`config.mk`:
```
export PLATFORM = sky130hd
export DESIGN_NAME = lcd_frame_ctrl
export DESIGN_NICKNAME = d
export VERILOG_FILES = /design/src/rtl/lcd_frame_pkg.sv /design/src/rtl/lcd_frame_regs.sv /design/src/rtl/lcd_frame_seq.sv /design/src/rtl/lcd_frame_qual.sv /design/src/rtl/lcd_frame_ctrl.sv
export SDC_FILE = /design/constraint.sdc
export NUM_CORES = 1
export LEC_CHECK = 0
export CAP_MARGIN = 25
export CORE_MARGIN = 10
export CORE_UTILIZATION = 47
export CTS_CLUSTER_SIZE = 40
export DETAILED_ROUTE_END_ITERATION = 12
export PLACE_DENSITY = 0.73
export SYNTH_ARGS = -nofsm -noshare
export SYNTH_HDL_FRONTEND = slang
export SYNTH_SLANG_ARGS = --single-unit
```
`constraint.sdc`:
```
create_clock -name clk -period 2.8 [get_ports clk]
set_input_delay 0.7 -clock clk [delete_from_list [all_inputs] [get_ports clk]]
set_output_delay 0.7 -clock clk [all_outputs]
set_load 0.02 [all_outputs]
```
`src/rtl/lcd_frame_pkg.sv`:
```
package lcd_frame_pkg;

  localparam int unsigned REG_W   = 8;
  localparam int unsigned CODE_W  = 2;
  localparam int unsigned DUTY_W  = 3;
  localparam int unsigned COM_W   = 2;
  localparam int unsigned CNT_W   = 5;

  localparam logic [CODE_W-1:0] CODE_RST = 2'd1;
  localparam logic [DUTY_W-1:0] DUTY_RST = 3'd3;
  localparam logic [DUTY_W-1:0] DUTY_MAX = 3'd3;

  localparam logic ADDR_CFG  = 1'b0;
  localparam logic ADDR_MODE = 1'b1;

  typedef enum logic [1:0] {
    MODE_OFF     = 2'd0,
    MODE_NORMAL  = 2'd1,
    MODE_ALL_ON  = 2'd2,
    MODE_ALL_OFF = 2'd3
  } disp_mode_e;

  // ticks per common phase for a given duty and frame code
  function automatic logic [CNT_W-1:0] phase_ticks(input logic [DUTY_W-1:0] duty,
                                                   input logic [CODE_W-1:0] code);
    logic [CNT_W-1:0] c1;
    c1 = CNT_W'(code) + CNT_W'(1);
    case (duty)
      3'd0:    phase_ticks = c1 << 2;
      3'd1:    phase_ticks = c1 << 1;
      3'd2:    phase_ticks = CNT_W'(code) + CNT_W'(2);
      default: phase_ticks = c1;
    endcase
  endfunction

  // highest common index used by a duty
  function automatic logic [COM_W-1:0] last_com(input logic [DUTY_W-1:0] duty);
    case (duty)
      3'd0:    last_com = 2'd0;
      3'd1:    last_com = 2'd1;
      3'd2:    last_com = 2'd2;
      default: last_com = 2'd3;
    endcase
  endfunction

endpackage

```
`src/rtl/lcd_frame_regs.sv`:
```
module lcd_frame_regs
  import lcd_frame_pkg::*;
(
  input  logic              clk,
  input  logic              rst,
  input  logic              sleep_in,
  input  logic              wr_en,
  input  logic              wr_addr,
  input  logic [REG_W-1:0]  wr_data,
  input  logic              rd_addr,
  output logic [REG_W-1:0]  rd_data,
  output logic [CODE_W-1:0] cfg_code,
  output logic [DUTY_W-1:0] cfg_duty,
  output disp_mode_e        mode
);

  disp_mode_e saved_mode;
  logic       sleep_q;
  logic       sleep_rise;
  logic       sleep_fall;
  logic       unused_bits;

  assign sleep_rise  = sleep_in & ~sleep_q;
  assign sleep_fall  = ~sleep_in & sleep_q;
  assign unused_bits = ^wr_data[5:3];

  // configuration register
  always_ff @(posedge clk) begin
    if (rst) begin
      cfg_code <= CODE_RST;
      cfg_duty <= DUTY_RST;
    end else if (wr_en && wr_addr == ADDR_CFG) begin
      cfg_code <= wr_data[7:6];
      if (wr_data[2:0] <= DUTY_MAX)
        cfg_duty <= wr_data[2:0];
    end
  end

  // mode register with sleep save and restore
  always_ff @(posedge clk) begin
    if (rst) begin
      mode       <= MODE_OFF;
      saved_mode <= MODE_OFF;
      sleep_q    <= 1'b0;
    end else begin
      sleep_q <= sleep_in;
      if (sleep_rise) begin
        saved_mode <= mode;
        mode       <= MODE_OFF;
      end else if (sleep_fall) begin
        mode <= saved_mode;
      end else if (!sleep_in && wr_en && wr_addr == ADDR_MODE) begin
        mode <= disp_mode_e'(wr_data[1:0]);
      end
    end
  end

  // registered readback, reserved bits forced to zero
  always_ff @(posedge clk) begin
    if (rst)
      rd_data <= '0;
    else if (rd_addr == ADDR_MODE)
      rd_data <= {{(REG_W-2){1'b0}}, mode};
    else
      rd_data <= {cfg_code, 3'b000, cfg_duty};
  end

endmodule

```
`src/rtl/lcd_frame_seq.sv`:
```
module lcd_frame_seq
  import lcd_frame_pkg::*;
(
  input  logic              clk,
  input  logic              rst,
  input  logic              tick_en,
  input  logic              active,
  input  logic [CODE_W-1:0] cfg_code,
  input  logic [DUTY_W-1:0] cfg_duty,
  output logic              frame_start,
  output logic              phase_start,
  output logic [COM_W-1:0]  com_idx,
  output logic              polarity
);

  logic              started;
  logic [CNT_W-1:0]  cnt;
  logic [CODE_W-1:0] act_code;
  logic [DUTY_W-1:0] act_duty;
  logic [CNT_W-1:0]  cnt_last;
  logic              phase_end;
  logic              frame_end;

  assign cnt_last  = phase_ticks(act_duty, act_code) - CNT_W'(1);
  assign phase_end = (cnt == cnt_last);
  assign frame_end = phase_end && (com_idx == last_com(act_duty));

  always_ff @(posedge clk) begin
    if (rst || !active) begin
      started     <= 1'b0;
      cnt         <= '0;
      com_idx     <= '0;
      polarity    <= 1'b0;
      frame_start <= 1'b0;
      phase_start <= 1'b0;
      act_code    <= CODE_RST;
      act_duty    <= DUTY_RST;
    end else begin
      frame_start <= 1'b0;
      phase_start <= 1'b0;
      if (tick_en) begin
        if (!started) begin
          started     <= 1'b1;
          frame_start <= 1'b1;
          phase_start <= 1'b1;
          com_idx     <= '0;
          polarity    <= 1'b0;
          cnt         <= '0;
          act_code    <= cfg_code;
          act_duty    <= cfg_duty;
        end else if (frame_end) begin
          frame_start <= 1'b1;
          phase_start <= 1'b1;
          com_idx     <= '0;
          polarity    <= ~polarity;
          cnt         <= '0;
          act_code    <= cfg_code;
          act_duty    <= cfg_duty;
        end else if (phase_end) begin
          phase_start <= 1'b1;
          com_idx     <= com_idx + COM_W'(1);
          cnt         <= '0;
        end else begin
          cnt <= cnt + CNT_W'(1);
        end
      end
    end
  end

endmodule

```
`src/rtl/lcd_frame_qual.sv`:
```
module lcd_frame_qual
  import lcd_frame_pkg::*;
(
  input  logic       clk,
  input  logic       rst,
  input  disp_mode_e mode,
  output logic       drive_en,
  output logic       all_on,
  output logic       all_off
);

  always_ff @(posedge clk) begin
    if (rst) begin
      drive_en <= 1'b0;
      all_on   <= 1'b0;
      all_off  <= 1'b0;
    end else begin
      drive_en <= (mode != MODE_OFF);
      all_on   <= (mode == MODE_ALL_ON);
      all_off  <= (mode == MODE_ALL_OFF);
    end
  end

endmodule

```
`src/rtl/lcd_frame_ctrl.sv`:
```
module lcd_frame_ctrl
  import lcd_frame_pkg::*;
(
  input  logic             clk,
  input  logic             rst,
  input  logic             tick_en,
  input  logic             sleep_in,
  input  logic             wr_en,
  input  logic             wr_addr,
  input  logic [REG_W-1:0] wr_data,
  input  logic             rd_addr,
  output logic [REG_W-1:0] rd_data,
  output logic             frame_start,
  output logic             phase_start,
  output logic [COM_W-1:0] com_idx,
  output logic             polarity,
  output logic             drive_en,
  output logic             all_on,
  output logic             all_off
);

  logic [CODE_W-1:0] cfg_code;
  logic [DUTY_W-1:0] cfg_duty;
  disp_mode_e        mode;

  lcd_frame_regs u_regs (
    .clk      (clk),
    .rst      (rst),
    .sleep_in (sleep_in),
    .wr_en    (wr_en),
    .wr_addr  (wr_addr),
    .wr_data  (wr_data),
    .rd_addr  (rd_addr),
    .rd_data  (rd_data),
    .cfg_code (cfg_code),
    .cfg_duty (cfg_duty),
    .mode     (mode)
  );

  lcd_frame_seq u_seq (
    .clk         (clk),
    .rst         (rst),
    .tick_en     (tick_en),
    .active      (mode != MODE_OFF),
    .cfg_code    (cfg_code),
    .cfg_duty    (cfg_duty),
    .frame_start (frame_start),
    .phase_start (phase_start),
    .com_idx     (com_idx),
    .polarity    (polarity)
  );

  lcd_frame_qual u_qual (
    .clk      (clk),
    .rst      (rst),
    .mode     (mode),
    .drive_en (drive_en),
    .all_on   (all_on),
    .all_off  (all_off)
  );

endmodule

```
; Word-level counts from Yosys, hierarchy flattened
; Index checks and enable logic that the tools add are counted.
; W data, S select, Z words.
[word_totals]
latchBits = 0
mem_count = 0
mem_bits_ro = 0
elab_cells = 77
output_inout_bits = 16
input_bits = 15
reg_bits = 37
ramBits = 0
[classes]
order_cmp = 1
reduce_logical = 16
shift = 0
div_mod_pow = 0
mul = 0
n_addsub = 5
bitwise_logic = 7
mux = 22
n_eq_ne = 8
[op_table]
columns = op, n
row1 = $mux W2, 8
row2 = $mux W5, 3
row3 = $pmux W5 S3, 1
row4 = $mux W1, 7
row5 = $mux W3, 2
row6 = $pmux W2 S3, 1
row7 = $reduce_and A2 Y1, 3
row8 = $reduce_or A2 Y1, 3
row9 = $add A5 B1 Y5 const B, 1
row10 = $eq A5 B5 Y1, 1
row11 = $not A1 Y1, 5
row12 = $sub A5 B1 Y5 const B, 1
row13 = $eq A2 B2 Y1 const B, 2
row14 = $logic_and A1 B1 Y1, 4
row15 = $reduce_bool A2 Y1, 2
row16 = $add A2 B1 Y3 const B, 1
row17 = $add A2 B2 Y3 const B, 1
row18 = $eq A3 B1 Y1 const B, 1
row19 = $eq A3 B2 Y1 const B, 1
row20 = $le A3 B2 Y1 const B, 1
row21 = $logic_not A3 Y1, 1
row22 = $ne A3 B3 Y1 const B, 1
row23 = $add A2 B1 Y2 const B, 1
row24 = $and A1 B1 Y1, 2
row25 = 4 further kinds, 5

; Logic depth before layout (Yosys ltp)
[depth]
depth_word = 7
depth_mapped = 13
mapped_depth_nobuf = 12

; By module
; A second synthesis with hierarchy kept.
[unflattened]
cells_unflattened = 208
hier_area_um2 = 1863.0
[modules_own_cells]
columns = mod, seq_area_each_um2, cells_each, instances, area_per_inst_um2
row1 = lcd_frame_seq, 320.3, 145, 1, 1176.1
row2 = lcd_frame_regs, 300.3, 56, 1, 589.3
row3 = lcd_frame_qual, 60.1, 6, 1, 91.3
row4 = lcd_frame_ctrl, 0.0, 1, 1, 6.3

; Worst setup path after synthesis
; No wires, ideal clock.
[synth_path]
path_kind = register to register
from = reg u_seq.act_code[0]
to = reg u_seq.com_idx[0]
path_buffers = 0
arrival_time_ps = 2571
stages_incl_launch_ff = 12
slack_ps = 157
path_cell_list = dfxtp_1 > ha_1 > nand2_1 > o31ai_1 > a221o_1 > inv_1 > ha_1 > nand2b_1 > or3_2 > a221o_2 > a21oi_4 > mux2i_1
[synth_via]
elab_chain_len = 7
word_cells_on_any_way = 10
[synth_lines]
columns = element, line_no
row1 = start: declaration, lcd_frame_seq.sv:18  ; logic [CODE_W-1:0] act_code;
row2 = start signal: assignment, lcd_frame_seq.sv:49  ; act_code <= cfg_code;
row3 = start signal: assignment, lcd_frame_seq.sv:57  ; act_code <= cfg_code;
row4 = $add A2 B1 Y3 / $add A2 B2 Y3 (equally long branches), "lcd_frame_pkg.sv:27, lcd_frame_pkg.sv:31"
row5 = $pmux W5 S3 (*), lcd_frame_pkg.sv:28  ; case (duty)
row6 = $sub A5 B1 Y5 (*), lcd_frame_seq.sv:24  ; assign cnt_last = phase_ticks(act_duty, act_code) - CNT_W'(1);
row7 = $eq A5 B5 Y1 (*), lcd_frame_seq.sv:25  ; assign phase_end = (cnt == cnt_last);
row8 = $logic_and A1 B1 Y1, lcd_frame_seq.sv:26  ; assign frame_end = phase_end && (com_idx == last_com(act_duty));
row9 = $ne A3 B3 Y1 (no source line) / $mux W2 (equally long branches), --
row10 = $reduce_and A2 Y1 (no source line) / $mux W2 (equally long branches), --
row11 = end signal: assignment, lcd_frame_seq.sv:61  ; com_idx <= com_idx + COM_W'(1);
row12 = end: declaration, lcd_frame_seq.sv:12  ; output logic [COM_W-1:0] com_idx,
; Mark *: on every way between the ends. The rest lies on a longest branch, timed or not.
; A chain may end at the register's enable or synchronous reset.

; Worst setup path in the final report
[layout_path]
from = reg u_seq.act_code[0]
to = reg u_seq.cnt[3]
[layout_via]
elab_chain_len = 7
word_cells_on_any_way = 9
[layout_lines]
columns = element, line_no
row1 = $add A2 B1 Y3 / $add A2 B2 Y3 (equally long branches), "lcd_frame_pkg.sv:27, lcd_frame_pkg.sv:31"
row2 = $pmux W5 S3 (*), lcd_frame_pkg.sv:28
row3 = $sub A5 B1 Y5 (*), lcd_frame_seq.sv:24
row4 = $eq A5 B5 Y1 (*), lcd_frame_seq.sv:25
row5 = $mux W5 / $logic_and A1 B1 Y1 (equally long branches), "lcd_frame_seq.sv:59, lcd_frame_seq.sv:26"
row6 = $mux W5 (*), lcd_frame_seq.sv:51  ; end else if (frame_end) begin
row7 = $mux W5 (*), lcd_frame_seq.sv:42  ; if (!started) begin
row8 = end signal: assignment, lcd_frame_seq.sv:64  ; cnt <= cnt + CNT_W'(1);
row9 = end: declaration, lcd_frame_seq.sv:17  ; logic [CNT_W-1:0] cnt;
; Marks and branches as above.

==> impl_metrics.env <==
export IMPL_status="completed"
export IMPL_cts_sinks=34
export IMPL_cts_buffers=5
export IMPL_synthCells=195
export IMPL_hp_start="u_regs.cfg_duty[2]$_SDFFE_PP0P_"
export IMPL_rr_endpoint="u_seq.cnt[3]$_SDFFE_PP0P_"
export IMPL_timing_fmax_mhz=368.0
export IMPL_synth_seq_cells=34
export IMPL_drc=0
export IMPL_clkTransAtPathRegs_ns=0.07
export IMPL_min_period_over_period_pct=97.04
export IMPL_place_congestion=0.8371
export IMPL_ant_nets=0
export IMPL_cts_hold_buf=0
export IMPL_fillCellCount=284
export IMPL_crit_path_max_fanout=4
export IMPL_leakage_nw=0.8199
export IMPL_yosysTopAreaCell="dfxtp_1"
export IMPL_fin_tns_setup_ns=0
export IMPL_hold_depth=2
export IMPL_holdWs_ns=0.4680
export IMPL_worst_r2r_setup_slack_ns=0.08
export IMPL_crit_path_max_incr_delay_ns=0.44
export IMPL_grt_pass1_wl_um=6720
export IMPL_layout_common_cells="dfxtp_1, clkdlybuf4s50_1, nand2_1, nor2_1"
export IMPL_cts_tree="done"
export IMPL_yosysSeqAreaShare_pct=39.59
export IMPL_areaGrowthSynthToFinish_pct=26.93
export IMPL_crit_type="reg -> reg"
export IMPL_ys_types=48
export IMPL_power_density_mw_per_mm2=451.6
export IMPL_final_common_cell="dfxtp_1"
export IMPL_fp_row_count=21
export IMPL_track_usage_pct=12.75
export IMPL_avgSynthCellArea_um2=8.816
export IMPL_dr_total_vias=1496
export IMPL_ioPinCount=31
export IMPL_final_nets=246
export IMPL_netlist_area_leader_share_pct=39.59
export IMPL_crit_path_start_kind="register"
export IMPL_antenna_found_initial=0
export IMPL_grt_overflow_total=0
export IMPL_synth_area_leaders="dfxtp_1, mux2i_1, nand2_1"
export IMPL_peakVddDrop_mv=0.3210
export IMPL_skew_ns=0.002365
export IMPL_period_minus_slack_ns=2.717
export IMPL_maxCapViolations=0
export IMPL_first_pass_iters=4
export IMPL_cp_arrival_ns=2.88
export IMPL_worst_endpoint_required_ns=2.96
export IMPL_grt_max_degree=16
export IMPL_die_area_mm2=0.006477
export IMPL_dpl_cell_area_mm2=0.002012
export IMPL_final_core_util_pct=63.40
export IMPL_grt_pass1_vias=1419
export IMPL_post_drt_wl_per_cell_um=14.38
export IMPL_cts_root_buffer="clkbuf_8"
export IMPL_finalMaxSlewViolations=0
export IMPL_slowest_stage="or3_2"
export IMPL_crit_top_cell="ha_4"
export IMPL_hp_class="reg -> reg"
export IMPL_clock_path_buffers=2
export IMPL_vias_per_cell=5.440
export IMPL_drt_wl_total_um=3955
export IMPL_diodes=0
export IMPL_initial_core_util_pct=49.95
export IMPL_die_y_um=80.48
export IMPL_synth_area_mm2=0.001719
export IMPL_insertion_delay_ns=0.28
export IMPL_final_cell_area_mm2=0.002182
export IMPL_r2r_cells=12
export IMPL_drive_gt1_share_pct=16.59
export IMPL_die_width_um=80.48
export IMPL_synth_warnings=0
export IMPL_drtIter0Drc=196
export IMPL_core_area_mm2=0.003442
export IMPL_htreeDepth=2
export IMPL_finalSetupViolCount=0
export IMPL_dp_hpwl_um=2950
export IMPL_finalHoldViolations=0
export IMPL_r2r_start="u_seq.act_code[0]$_SDFFE_PP1P_"
export IMPL_crit_chain="ha_4, nand2_1, o31ai_1, a221o_1, inv_2, ha_4, nand2b_1, or3_2, a221o_2, a21oi_4, buf_4, nor3_1"
export IMPL_endpoint_kind="register"
export IMPL_port_buffers=24
export IMPL_hold_end="u_seq.act_duty[2]$_SDFFE_PP0P_"
## per-layer routing
| metal | wire [um] | global-route usage, % | up-vias | share of wire, % |
|---|---|---|---|---|
| met2 | 1943 | 20.54 | 39 | 49 |
| met1 | 1746 | 15.39 | 701 | 44 |
| met3 | 211 | 4.343 | 7 | 5.3 |
| met5 | 0 | 0 | - | 0 |
| met4 | 53 | 4.225 | 0 | 1.3 |
| li1 | - | - | 749 | - |
## synthesized netlist by cell type, drive strengths merged
master    n
and3b     1
a2111oi   2
or4       1
xor2      3
a21boi    1
clkbuf    5
o21ai     4
a21o      1
nor3      4
nor4      1
conb      1
nor3b     4
and3      2
nand3     4
buf       7
nand2b    3
o31ai     2
a31oi     3
nand4     3
xnor2     3
or2       2
nand2    19
o21a      1
o31a      1
mux2      1
nor2b    10
o211ai    3
and2      6
a211o     4
a221o     2
dfxtp    34
a32oi     1
a21oi     9
nand4b    3
nand3b    1
or3       1
mux2i    12
inv       6
nor2     19
a22oi     1
a221oi    1
ha        3
## worst max path at each step
stage,startpoint,endpoint,slack (ns),cells after the start
floorplan,u_seq.act_code[0]$_SDFFE_PP1P_,u_seq.com_idx[0]$_SDFFE_PP0P_,0.16,11
global placement,u_seq.act_code[0]$_SDFFE_PP1P_,u_seq.polarity$_SDFFE_PP0P_,0.04,12
detailed placement,u_seq.act_code[0]$_SDFFE_PP1P_,u_seq.act_duty[0]$_SDFFE_PP1P_,-0.06,12
CTS,u_seq.act_code[0]$_SDFFE_PP1P_,u_seq.com_idx[0]$_SDFFE_PP0P_,0.001,11
global route,u_seq.act_code[0]$_SDFFE_PP1P_,u_seq.com_idx[1]$_SDFFE_PP0P_,-0.03,12
finish,u_seq.act_code[0]$_SDFFE_PP1P_,u_seq.cnt[3]$_SDFFE_PP0P_,0.08,12
## where the power goes
group          total (mW)  leakage, nW  switching (mW)  internal, mW
Clock               0.369       0.0472           0.172         0.197
Sequential          0.503        0.276         0.00736         0.496
Combinational       0.113        0.496          0.0587        0.0544
## sequential cells by signal (all words and copies together) (netlist names), 3 cells and up
name	count
u_regs.cfg_duty	3
u_regs.rd_data	5
u_seq.act_duty	3
u_seq.cnt	5
## kinds of logic (layout without fill, tap and decap cells)
| kind of cell | count (synthesis) | count (layout) | share of synthesized area, % |
|---|---|---|---|
| AO/OA/AOI/OAI | 36 | 36 | 15.28 |
| XOR/XNOR | 6 | 6 | 3.057 |
| adder cells (fa/ha/maj) | 3 | 3 | 2.184 |
| buffers and inverters | 18 | 50 | 5.531 |
| flip-flops | 34 | 34 | 39.59 |
| multiplexers | 13 | 13 | 7.642 |
| other | 1 | 3 | 0.2181 |
| AND/OR/NAND/NOR | 84 | 84 | 26.49 |
## stage by stage
step / power (mW) / cells / setup slack [ns]
global route: 1.032 / 275 / -0.03327
CTS: 0.9895 / 273 / 0.001095
floorplan: 0.5794 / 197 / 0.1572
detailed placement: 0.6189 / 263 / -0.06106
global placement: 0.6155 / 263 / 0.03543
finish: 0.9853 / 275 / 0.08296
## layout make-up
class                           count  area [um2]  share of cell area, %
Tap cell                           46       57.56                  2.638
Multi-Input combinational cell    145       993.5                  45.53
Clock buffer                        6       82.58                  3.784
Sequential cell                    34       683.2                  31.31
Inverter                            6       22.52                  1.032
Timing Repair Buffer               36       330.3                  15.14
Clock inverter                      2       12.51                 0.5734
## timing repair
item,in CTS,in global routing
setup endpoints to repair,8,15
gates resized for setup,2,8
setup buffers,2,2
pin swaps,2,3
cloned,0,0
## worst max-delay path: cells and delay by family, from the launching register on
kind                     cells  cell delay [ns]
adder cells (fa/ha/maj)      2             0.38
buffers and inverters        2             0.22
AO/OA/AOI/OAI                4             1.04
AND/OR/NAND/NOR              4             0.61
flip-flops                   1             0.34
(Power assumes the default switching activity.)
